[src/rtl/guard_pkg.sv]
package guard_pkg;
  localparam int unsigned CAUSE_W     = 2;
  localparam int unsigned CAUSE_AWAY  = 0;
  localparam int unsigned CAUSE_DWELL = 1;
  typedef logic [CAUSE_W-1:0] cause_t;
endpackage

[src/rtl/away_timer.sv]
module away_timer #(
  parameter int unsigned STATE_W   = 4,
  parameter int unsigned IDLE_CODE = 0,
  parameter int unsigned LIMIT     = 4096
) (
  input  logic               clk,
  input  logic               rst_n,
  input  logic [STATE_W-1:0] state_i,
  input  logic               fire_i,
  output logic               trip_o
);
  localparam int unsigned CW = $clog2(LIMIT + 2);
  localparam logic [STATE_W-1:0] IDLE_C = STATE_W'(IDLE_CODE);
  localparam logic [CW-1:0]      LIM_C  = CW'(LIMIT);

  logic [CW-1:0] cnt_q, cnt_d;
  logic          away;
  logic          cnt_en;

  assign away   = (state_i != IDLE_C);
  assign trip_o = away && (cnt_q >= LIM_C);
  assign cnt_en = 1'b1;

  always_comb begin
    cnt_d = cnt_q;
    if (!away || fire_i)     cnt_d = '0;
    else if (cnt_q != '1)    cnt_d = cnt_q + 1'b1;
  end

  always_ff @(posedge clk or negedge rst_n) begin
    if (!rst_n)      cnt_q <= '0;
    else if (cnt_en) cnt_q <= cnt_d;
  end

  AST_AWAY_IDLE_CLR: assert property (@(posedge clk) disable iff (!rst_n)
    (state_i == IDLE_C) |=> (cnt_q == '0));
  AST_AWAY_BOUND: assert property (@(posedge clk) disable iff (!rst_n)
    cnt_q <= LIM_C);
endmodule

[src/rtl/dwell_timer.sv]
module dwell_timer #(
  parameter int unsigned STATE_W   = 4,
  parameter int unsigned IDLE_CODE = 0,
  parameter int unsigned LIMIT     = 1024
) (
  input  logic               clk,
  input  logic               rst_n,
  input  logic [STATE_W-1:0] state_i,
  input  logic               fire_i,
  output logic               trip_o
);
  localparam int unsigned CW = $clog2(LIMIT + 2);
  localparam logic [STATE_W-1:0] IDLE_C = STATE_W'(IDLE_CODE);
  localparam logic [CW-1:0]      LIM_C  = CW'(LIMIT);

  logic [CW-1:0]      cnt_q, cnt_d;
  logic [STATE_W-1:0] prev_q;
  logic               away, same;

  assign away   = (state_i != IDLE_C);
  assign same   = (state_i == prev_q);
  assign trip_o = away && same && (cnt_q >= LIM_C);

  always_comb begin
    cnt_d = cnt_q;
    if (!away || fire_i)   cnt_d = '0;
    else if (!same)        cnt_d = CW'(1);
    else if (cnt_q != '1)  cnt_d = cnt_q + 1'b1;
  end

  always_ff @(posedge clk or negedge rst_n) begin
    if (!rst_n) begin
      cnt_q  <= '0;
      prev_q <= IDLE_C;
    end else begin
      cnt_q  <= cnt_d;
      prev_q <= state_i;
    end
  end

  AST_DWELL_RESTART: assert property (@(posedge clk) disable iff (!rst_n)
    (away && !same && !fire_i) |=> (cnt_q == CW'(1)));
  AST_DWELL_BOUND: assert property (@(posedge clk) disable iff (!rst_n)
    cnt_q <= LIM_C);
endmodule

[src/rtl/diag_record.sv]
module diag_record
  import guard_pkg::*;
#(
  parameter int unsigned STATE_W    = 4,
  parameter int unsigned FIRE_CNT_W = 8
) (
  input  logic                  clk,
  input  logic                  rst_n,
  input  logic                  fire_i,
  input  logic                  clr_i,
  input  logic [STATE_W-1:0]    state_i,
  input  cause_t                cause_i,
  output logic                  fired_o,
  output logic [STATE_W-1:0]    state_o,
  output cause_t                cause_o,
  output logic [FIRE_CNT_W-1:0] count_o
);
  logic                  fired_q, fired_d;
  logic [STATE_W-1:0]    state_q, state_d;
  cause_t                cause_q, cause_d;
  logic [FIRE_CNT_W-1:0] cnt_q, cnt_d;
  logic                  rec_en;

  assign rec_en = fire_i || clr_i;

  always_comb begin
    fired_d = fired_q;
    state_d = state_q;
    cause_d = cause_q;
    cnt_d   = cnt_q;
    if (fire_i) begin
      fired_d = 1'b1;
      state_d = state_i;
      cause_d = cause_i;
      if (clr_i)             cnt_d = FIRE_CNT_W'(1);
      else if (cnt_q != '1)  cnt_d = cnt_q + 1'b1;
    end else if (clr_i) begin
      fired_d = 1'b0;
      state_d = '0;
      cause_d = '0;
      cnt_d   = '0;
    end
  end

  always_ff @(posedge clk or negedge rst_n) begin
    if (!rst_n) begin
      fired_q <= 1'b0;
      state_q <= '0;
      cause_q <= '0;
      cnt_q   <= '0;
    end else if (rec_en) begin
      fired_q <= fired_d;
      state_q <= state_d;
      cause_q <= cause_d;
      cnt_q   <= cnt_d;
    end
  end

  assign fired_o = fired_q;
  assign state_o = state_q;
  assign cause_o = cause_q;
  assign count_o = cnt_q;

  AST_CNT_SATURATE: assert property (@(posedge clk) disable iff (!rst_n)
    (cnt_q == '1 && !clr_i) |=> (cnt_q == '1));
  AST_CLR_EMPTIES: assert property (@(posedge clk) disable iff (!rst_n)
    (clr_i && !fire_i) |=> (!fired_q && cnt_q == '0 && cause_q == '0));
endmodule

[src/rtl/fsm_dwell_guard.sv]
module fsm_dwell_guard
  import guard_pkg::*;
#(
  parameter int unsigned STATE_W     = 4,
  parameter int unsigned IDLE_CODE   = 0,
  parameter int unsigned AWAY_LIMIT  = 4096,
  parameter int unsigned DWELL_LIMIT = 1024,
  parameter bit          DWELL_EN    = 1'b1,
  parameter int unsigned FIRE_CNT_W  = 8
) (
  input  logic                  clk,
  input  logic                  rst_n,
  input  logic [STATE_W-1:0]    state_i,
  input  logic                  diag_clr_i,
  output logic                  force_idle_o,
  output logic                  diag_fired_o,
  output logic [STATE_W-1:0]    diag_state_o,
  output logic [1:0]            diag_cause_o,
  output logic [FIRE_CNT_W-1:0] diag_count_o
);
  logic   away_trip, dwell_trip, fire;
  logic   force_q;
  cause_t cause;

  away_timer #(
    .STATE_W(STATE_W), .IDLE_CODE(IDLE_CODE), .LIMIT(AWAY_LIMIT)
  ) u_away (
    .clk(clk), .rst_n(rst_n), .state_i(state_i), .fire_i(fire), .trip_o(away_trip)
  );

  generate
    if (DWELL_EN) begin : g_dwell
      dwell_timer #(
        .STATE_W(STATE_W), .IDLE_CODE(IDLE_CODE), .LIMIT(DWELL_LIMIT)
      ) u_dwell (
        .clk(clk), .rst_n(rst_n), .state_i(state_i), .fire_i(fire), .trip_o(dwell_trip)
      );
    end else begin : g_no_dwell
      assign dwell_trip = 1'b0;
    end
  endgenerate

  assign fire = away_trip || dwell_trip;

  always_comb begin
    cause = '0;
    cause[CAUSE_AWAY]  = away_trip;
    cause[CAUSE_DWELL] = dwell_trip;
  end

  always_ff @(posedge clk or negedge rst_n) begin
    if (!rst_n) force_q <= 1'b0;
    else        force_q <= fire;
  end

  assign force_idle_o = force_q;

  diag_record #(
    .STATE_W(STATE_W), .FIRE_CNT_W(FIRE_CNT_W)
  ) u_diag (
    .clk(clk), .rst_n(rst_n), .fire_i(fire), .clr_i(diag_clr_i),
    .state_i(state_i), .cause_i(cause),
    .fired_o(diag_fired_o), .state_o(diag_state_o),
    .cause_o(diag_cause_o), .count_o(diag_count_o)
  );

  AST_PULSE_ONE: assert property (@(posedge clk) disable iff (!rst_n)
    force_idle_o |=> !force_idle_o);
  AST_FIRE_LOGGED: assert property (@(posedge clk) disable iff (!rst_n)
    force_idle_o |-> (diag_fired_o && diag_count_o != '0 && diag_cause_o != '0));
endmodule

[config.mk]
export PLATFORM = sky130hd
export DESIGN_NAME = fsm_dwell_guard
export DESIGN_NICKNAME = d
export VERILOG_FILES = /design/src/rtl/guard_pkg.sv /design/src/rtl/away_timer.sv /design/src/rtl/dwell_timer.sv /design/src/rtl/diag_record.sv /design/src/rtl/fsm_dwell_guard.sv
export SDC_FILE = /design/constraint.sdc
export NUM_CORES = 1
export LEC_CHECK = 0
export BUFFER_PORTS_ARGS = -buffer_cell sky130_fd_sc_hd__buf_2
export CORE_ASPECT_RATIO = 0.7
export CORE_MARGIN = 2
export CORE_UTILIZATION = 30
export CTS_BUF_LIST = sky130_fd_sc_hd__clkbuf_16
export DETAILED_ROUTE_END_ITERATION = 6
export PLACE_DENSITY_LB_ADDON = 0.15
export SKIP_LAST_GASP = 1
export SLEW_MARGIN = 20
export SYNTH_ARGS = -nofsm -noshare
export SYNTH_HDL_FRONTEND = slang
export SYNTH_SLANG_ARGS = --single-unit
export TNS_END_PERCENT = 20
[constraint.sdc]
create_clock -name clk -period 2.7 [get_ports clk]
set_input_delay 0.405 -clock clk [delete_from_list [all_inputs] [get_ports clk]]
set_output_delay 0.405 -clock clk [all_outputs]
set_load 0.1 [all_outputs]
==> results of run 1 <==
## layer usage
metal	wire (µm)	vias up
met3	169	2
met1	2440	724
li1	-	778
met4	26	0
met5	0	-
met2	1590	29
## registers in the layout (all words and copies together) (netlist names)
signal,cells
g_dwell.u_dwell.prev_q,4
u_away.cnt_q,13
u_diag.cause_o,2
force_idle_o,1
u_diag.fired_o,1
u_diag.state_o,4
g_dwell.u_dwell.cnt_q,11
u_diag.count_o,8
## where the power goes
| group | switching, mW | internal [mW] | total [mW] | leakage (nW) |
|---|---|---|---|---|
| sequential | 0.0387 | 0.707 | 0.745 | 0.591 |
| clock | 0.240 | 0.333 | 0.573 | 0.0709 |
| combinational | 0.0859 | 0.0545 | 0.140 | 0.451 |
## final timing paths
path / end / depth (start not counted)
max in group asynchronous: g_dwell.u_dwell.cnt_q[6] / 2
min: u_away.cnt_q[12] / 2
min reg2reg: u_away.cnt_q[0] / 1
max reg2reg: u_diag.state_o[1] / 5
min in group clk: g_dwell.u_dwell.prev_q[3] / 1
max: u_diag.state_o[1] / 5
## per-stage QoR
step / setup WS, ns / instances / total power [mW] / hold WS, ns / util, %
4_1_cts: 0.694 / 324 / 1.48 / 0.230 / 36.2
2_1_floorplan: 0.452 / 204 / 0.845 / 0.109 / -
3_3_place_gp: 0.562 / 317 / 0.898 / 0.448 / 34.2
6_report: 0.700 / 324 / 1.46 / 0.195 / 36.2
5_1_grt: 0.541 / 324 / 1.54 / 0.252 / 36.2
3_5_place_dp: 0.508 / 317 / 0.898 / 0.450 / 34.2
## cell families (layout without fill, tap and decap cells)
kind of cell    after synthesis  count (layout)  share of synthesized area (%)
compound gates               37              37                           10.8
xor+xnor                     16              16                           6.65
fa+ha+maj                     3               3                           1.78
buf+inv                       8              34                           1.84
flops                        44              44                           52.3
mux                           6               6                           3.80
simple gates                 90              90                           22.9
## critical path: cells and delay by family (launching register included)
family	cells	cell delay (ns)
AOI/OAI and AO/OA	1	0.45
DFF	1	0.38
and+or+nand+nor	2	0.48
muxes	1	0.33
xor gates and xnor gates	1	0.25
## layout by cell type, fill, tap and decap left out, types with 2 or more instances in the layout
master / n
mux2_4: 4
mux2i_1: 2
clkbuf_16: 5
and2_1: 2
nor2_1: 23
a31oi_1: 2
nand3b_1: 2
nand4_1: 3
dfrtp_1: 44
a211oi_1: 4
o31ai_1: 3
and4_1: 4
nand2_1: 16
and3_1: 5
o21ai_0: 11
ha_1: 3
buf_4: 2
nor2b_1: 6
buf_2: 22
or3_1: 5
a21oi_1: 11
xor2_1: 13
xnor2_1: 3
nand2b_1: 2
nor4_1: 2
inv_1: 4
or4_1: 3
nand3_1: 13
## final cells by class
| type | instances | area share (%) |
|---|---|---|
| flip-flops and latches | 44 | 44.8 |
| clock inverters | 2 | 0.357 |
| well taps | 94 | 4.79 |
| repair buffers | 24 | 5.09 |
| multi-input cells | 152 | 39.4 |
| inverters | 3 | 0.458 |
| clock buffers | 5 | 5.09 |
==> summary.md, run 1 <==
| Metric | Value |
|---|---|
| Synthesized area | `2110 µm²` |
| DP Area | `2320 µm²` |
| RSZ-0062 raised after global routing | `false` |
| Fin crit period | `2.00 ns` |
| Hold Violations, Final | `0` |
| Layout cells sized above 1 | `15.7%` |
| Worst Path Class, Setup | `register to register` |
| Critical Path, Cell by Cell | `xor2_1 > nor4_4 > a21oi_2 > or2_1 > mux2_4` |
| First-pass GRT wire length | `7250 µm` |
| Total number of vias | `1533` |
| Setup slack, reg-to-reg | `0.70 ns` |
| Synth Net Count | `214` |
| Synthesized instance count | `204` |
| Initial Util | `31.0%` |
| Final instance area | `2460 µm²` |
| Area contributors post-synth | `dfrtp_1 52%, xor2_1 5.4%, nor2_1 4.1%, nand3_1 3.1%, mux2_4 2.9%` |
| Drt via density | `4.73` |
| Row count | `25` |
| FF+latch area | `1100 µm²` |
| Clock Path Buffers | `2` |
| Fin. max-slew vios | `0` |
| Pwr dens | `594 nW/µm²` |
| Crit share post-route | `74.1%` |
| Post-synthesis sequential area ratio | `52.3%` |
| Pre-Repair DR Iteration Count | `4` |
| Fmax | `0.500 GHz` |
| CTS root buf | `clkbuf_16` |
| Max Cap Viol | `0` |
| Met3 Track Usage GR | `3.68%` |
| Fillers | `715` |
| Gr usage total | `12.0%` |
| Wire per inst | `13.0 µm` |
| Hold crit path type | `input port to asynchronous set/reset pin` |
| Synth unique cells | `38` |
| Area grow syn2layout | `16.6%` |
| Initial antenna violation count | `0` |
| Final Wtd Congestion | `0.739` |
| Vias in the first global route | `1444` |
| Leak | `1.11 nW` |
| Met1 usage | `18.5%` |
| Final Net Count | `240` |
| Num CTS Buffers | `5` |
| Rel. slew slack | `62.5%` |
| Core area | `6790 µm²` |
| Setup TNS | `0 ns` |
| Area of the multi-input gates | `967 µm²` |
| Clock sink total | `44` |
| Critical Path Start Type | `register` |
| CTS H-tree lvls | `2` |
| CP Data Required Time | `2.87 ns` |
| Top_reg_cell synth | `dfrtp_1` |
| CTS tree | `done` |
| FF+latch count, synth | `44` |
| I/O Buffers | `22` |
| Iter 0 DRT Violations | `63` |
| CTS clock-pin slew for the worst setup and hold paths | `0.06 ns` |
| Clk_skew | `0.00729 ns` |
| Count leader, synth | `dfrtp_1` |
| CP max FO | `14` |
| Reg2reg start | `g_dwell.u_dwell.prev_q[2]` |
| Overall die height | `74.1 µm` |
| GR Util met2 | `15.9%` |
| Die area | `7720 µm²` |
| YS warnings | `0` |
| Number of flops mapped to enable cells by yosys | `0` |
| Slowest Stage Delay on Critical Path | `0.45 ns` |
| Leading area contributor after synthesis | `dfrtp_1` |
| GR peak layer | `met1` |
| Pin count of the biggest net entering global routing | `45` |
| Die width | `104 µm` |
| Worst Path Arrival | `2.17 ns` |
| Commonest cells in the netlist | `44 x dfrtp_1, 23 x nor2_1, 16 x nand2_1` |
| Antenna Nets Post-Route | `0` |
| Grt total ovfl | `0` |
| Drt total wl | `4230 µm` |
| Diode count | `0` |
| CP Capture Type | `register` |
| Io pins | `23` |
| Synth async-reset ratio | `100%` |
| Hold Buf Count CTS | `0` |
| Worst Tran Pin Value | `0.562 ns` |
| Crit path launch | `g_dwell.u_dwell.prev_q[2]` |
| Mapped Avg Cell Area | `10.3 µm²` |
| Post-DP HPWL | `2850 µm` |
| Status | `finished clean` |
| Later-pin clock latency in the skew report | `0.28 ns` |
| Area share of the largest cell type after synthesis | `52.3%` |
| Slowest cell on crit path | `a21oi_2` |
| Buffer count from post-CTS setup fixing | `0` |
| Drt drc | `0` |
| Final setup fails | `0` |
| Post-CTS sizing | `0` |
| Max VDD drop | `0.221 mV` |
(Power assumes the default switching activity.)
==> inputs of run 2 (changes only) <==
clock period = 2.1 ns   (was 2.7 ns; I/O delays follow)
==> run 2 against run 1 <==
Die area stayed put. Count of clock-buffer cells in the layout is the same. Register-to-register slack got worse by 0.44 ns. Non-clock buffer count grew 5. Sequential cell count unchanged. First-iteration DRC count rose by 1.6%. Clock skew fell by 0.0034 ns. Hold slack worse by 0.088 ns. Design area grew 1.8%. Largest cell class unchanged. Largest power group unchanged. Highest routed layer unchanged.
==> summary.md, run 2 (synthesized netlist as in run 1, its figures left out) <==
| Metric | Value |
|---|---|
| Status | `finished clean` |
| Hold Violations, Final | `0` |
| Final Wtd Congestion | `0.732` |
| Vias in the first global route | `1507` |
| Worst Tran Pin Value | `0.562 ns` |
| Die area | `7720 µm²` |
| Drt drc | `0` |
| Met1 usage | `17.9%` |
| GR Util met2 | `17.2%` |
| Drt via density | `4.64` |
| Critical Path, Cell by Cell | `ha_1 > and3_1 > a211oi_1 > nand3_1 > or3_1 > a21oi_1` |
| Slowest Stage Delay on Critical Path | `0.43 ns` |
| Total number of vias | `1530` |
| Initial Util | `31.0%` |
| First-pass GRT wire length | `7400 µm` |
| CP delay by family, top | `simple AND/OR/NAND/NOR gates` |
| Met3 Track Usage GR | `2.89%` |
| CP max FO | `5` |
| Final Net Count | `245` |
| CTS clock-pin slew for the worst setup and hold paths | `0.06 ns` |
| Max Cap Viol | `0` |
| Worst Path Class, Setup | `register to register` |
| RSZ-0062 raised after global routing | `false` |
| CTS tree | `done` |
| Diode count | `0` |
| Post-DP HPWL | `2910 µm` |
| Post-CTS sizing | `0` |
| Max VDD drop | `0.260 mV` |
| I/O Buffers | `22` |
| Pwr Total | `1.87 mW` |
| FF+latch area | `1100 µm²` |
| CP Data Required Time | `2.31 ns` |
| Crit path launch | `u_diag.count_o[0]` |
| Area of the multi-input gates | `967 µm²` |
| Io pins | `23` |
| Fin crit period | `1.84 ns` |
| Clock sink total | `44` |
| Layout cells sized above 1 | `18.2%` |
| Most flops, register | `u_away.cnt_q` |
| Num CTS Buffers | `5` |
| Most common cell after layout, fill and taps aside | `dfrtp_1` |
| Buffer count from post-CTS setup fixing | `0` |
| Later-pin clock latency in the skew report | `0.28 ns` |
| Hold crit path type | `input port to asynchronous set/reset pin` |
| Iter 0 DRT Violations | `64` |
| Area grow syn2layout | `18.6%` |
| Setup TNS | `0 ns` |
| Core area | `6790 µm²` |
| Final setup fails | `0` |
| Slowest cell on crit path | `dfrtp_2` |
| Overall die height | `74.1 µm` |
| Critical path buffer and inverter count | `0` |
| Critical Path Start Type | `register` |
| Hold Buf Count CTS | `0` |
| CTS H-tree lvls | `2` |
| CTS root buf | `clkbuf_16` |
| Clock Path Buffers | `2` |
| Row count | `25` |
| Clk_skew | `0.00391 ns` |
| Pre-Repair DR Iteration Count | `4` |
| Antenna Nets Post-Route | `0` |
| Drt total wl | `4180 µm` |
| Pin count of the biggest net entering global routing | `45` |
| Initial antenna violation count | `0` |
| Grt total ovfl | `0` |
| Gr usage total | `12.2%` |
| Die width | `104 µm` |
| CP Capture Type | `register` |
| Largest register FFs | `13` |
| Fin. max-slew vios | `0` |
| Most frequent cells in the layout | `41 x dfrtp_1, 23 x nor2_1, 22 x buf_2` |
| Leak | `1.14 nW` |
| Fmax | `0.542 GHz` |
| GR peak layer | `met1` |
| Pwr dens | `748 nW/µm²` |
| Fillers | `710` |
| Rel. slew slack | `62.5%` |
| Worst Path Arrival | `2.05 ns` |
| Crit share post-route | `87.8%` |
| Wire per inst | `12.7 µm` |
| Reg2reg start | `u_diag.count_o[0]` |
## run 2: cell type report
type                            instances  share of cell area (%)
Sequential cell                        44                    44.2
Multi-Input combinational cell        152                    38.7
Timing Repair Buffer                   29                    6.51
Clock buffer                            5                    5.01
Tap cell                               94                    4.70
Clock inverter                          3                   0.450
Inverter                                3                   0.450
## run 2: where the power goes
part           leakage, nW  internal [mW]  switching (mW)
Sequential           0.586          0.909          0.0497
Clock               0.0738          0.428           0.302
Combinational        0.476         0.0731           0.108
Total                 1.14           1.41           0.461
## run 2: worst paths after layout
path / slack [ns] / cells after the start / endpoint
hold reg to reg: 0.46 / 1 / u_away.cnt_q[0]
max in group asynchronous: 1.57 / 2 / u_diag.count_o[1]
setup / recovery: 0.26 / 6 / u_diag.count_o[5]
min in group clk: 0.20 / 1 / g_dwell.u_dwell.prev_q[1]
hold / removal: 0.11 / 2 / u_away.cnt_q[7]
setup reg to reg: 0.26 / 6 / u_diag.count_o[5]
## run 2: metrics by stage
| step | hold WS, ns | setup WS, ns | area (µm²) | cells | util, % |
|---|---|---|---|---|---|
| floorplan | 0.0194 | 0.00597 | 2110 | 204 | - |
| global placement | 0.445 | 0.199 | 2360 | 322 | 34.8 |
| detailed placement | 0.435 | 0.166 | 2360 | 322 | 34.8 |
| CTS | 0.134 | 0.236 | 2500 | 330 | 36.8 |
| global route | 0.169 | 0.109 | 2500 | 330 | 36.8 |
| finish | 0.108 | 0.255 | 2500 | 330 | 36.8 |
## run 2: routing by layer
layer / wire length, µm / part of all wire [%]
met5: 0 / 0
met3: 107 / 2.6
met1: 2370 / 57
met2: 1620 / 39
met4: 73 / 1.7
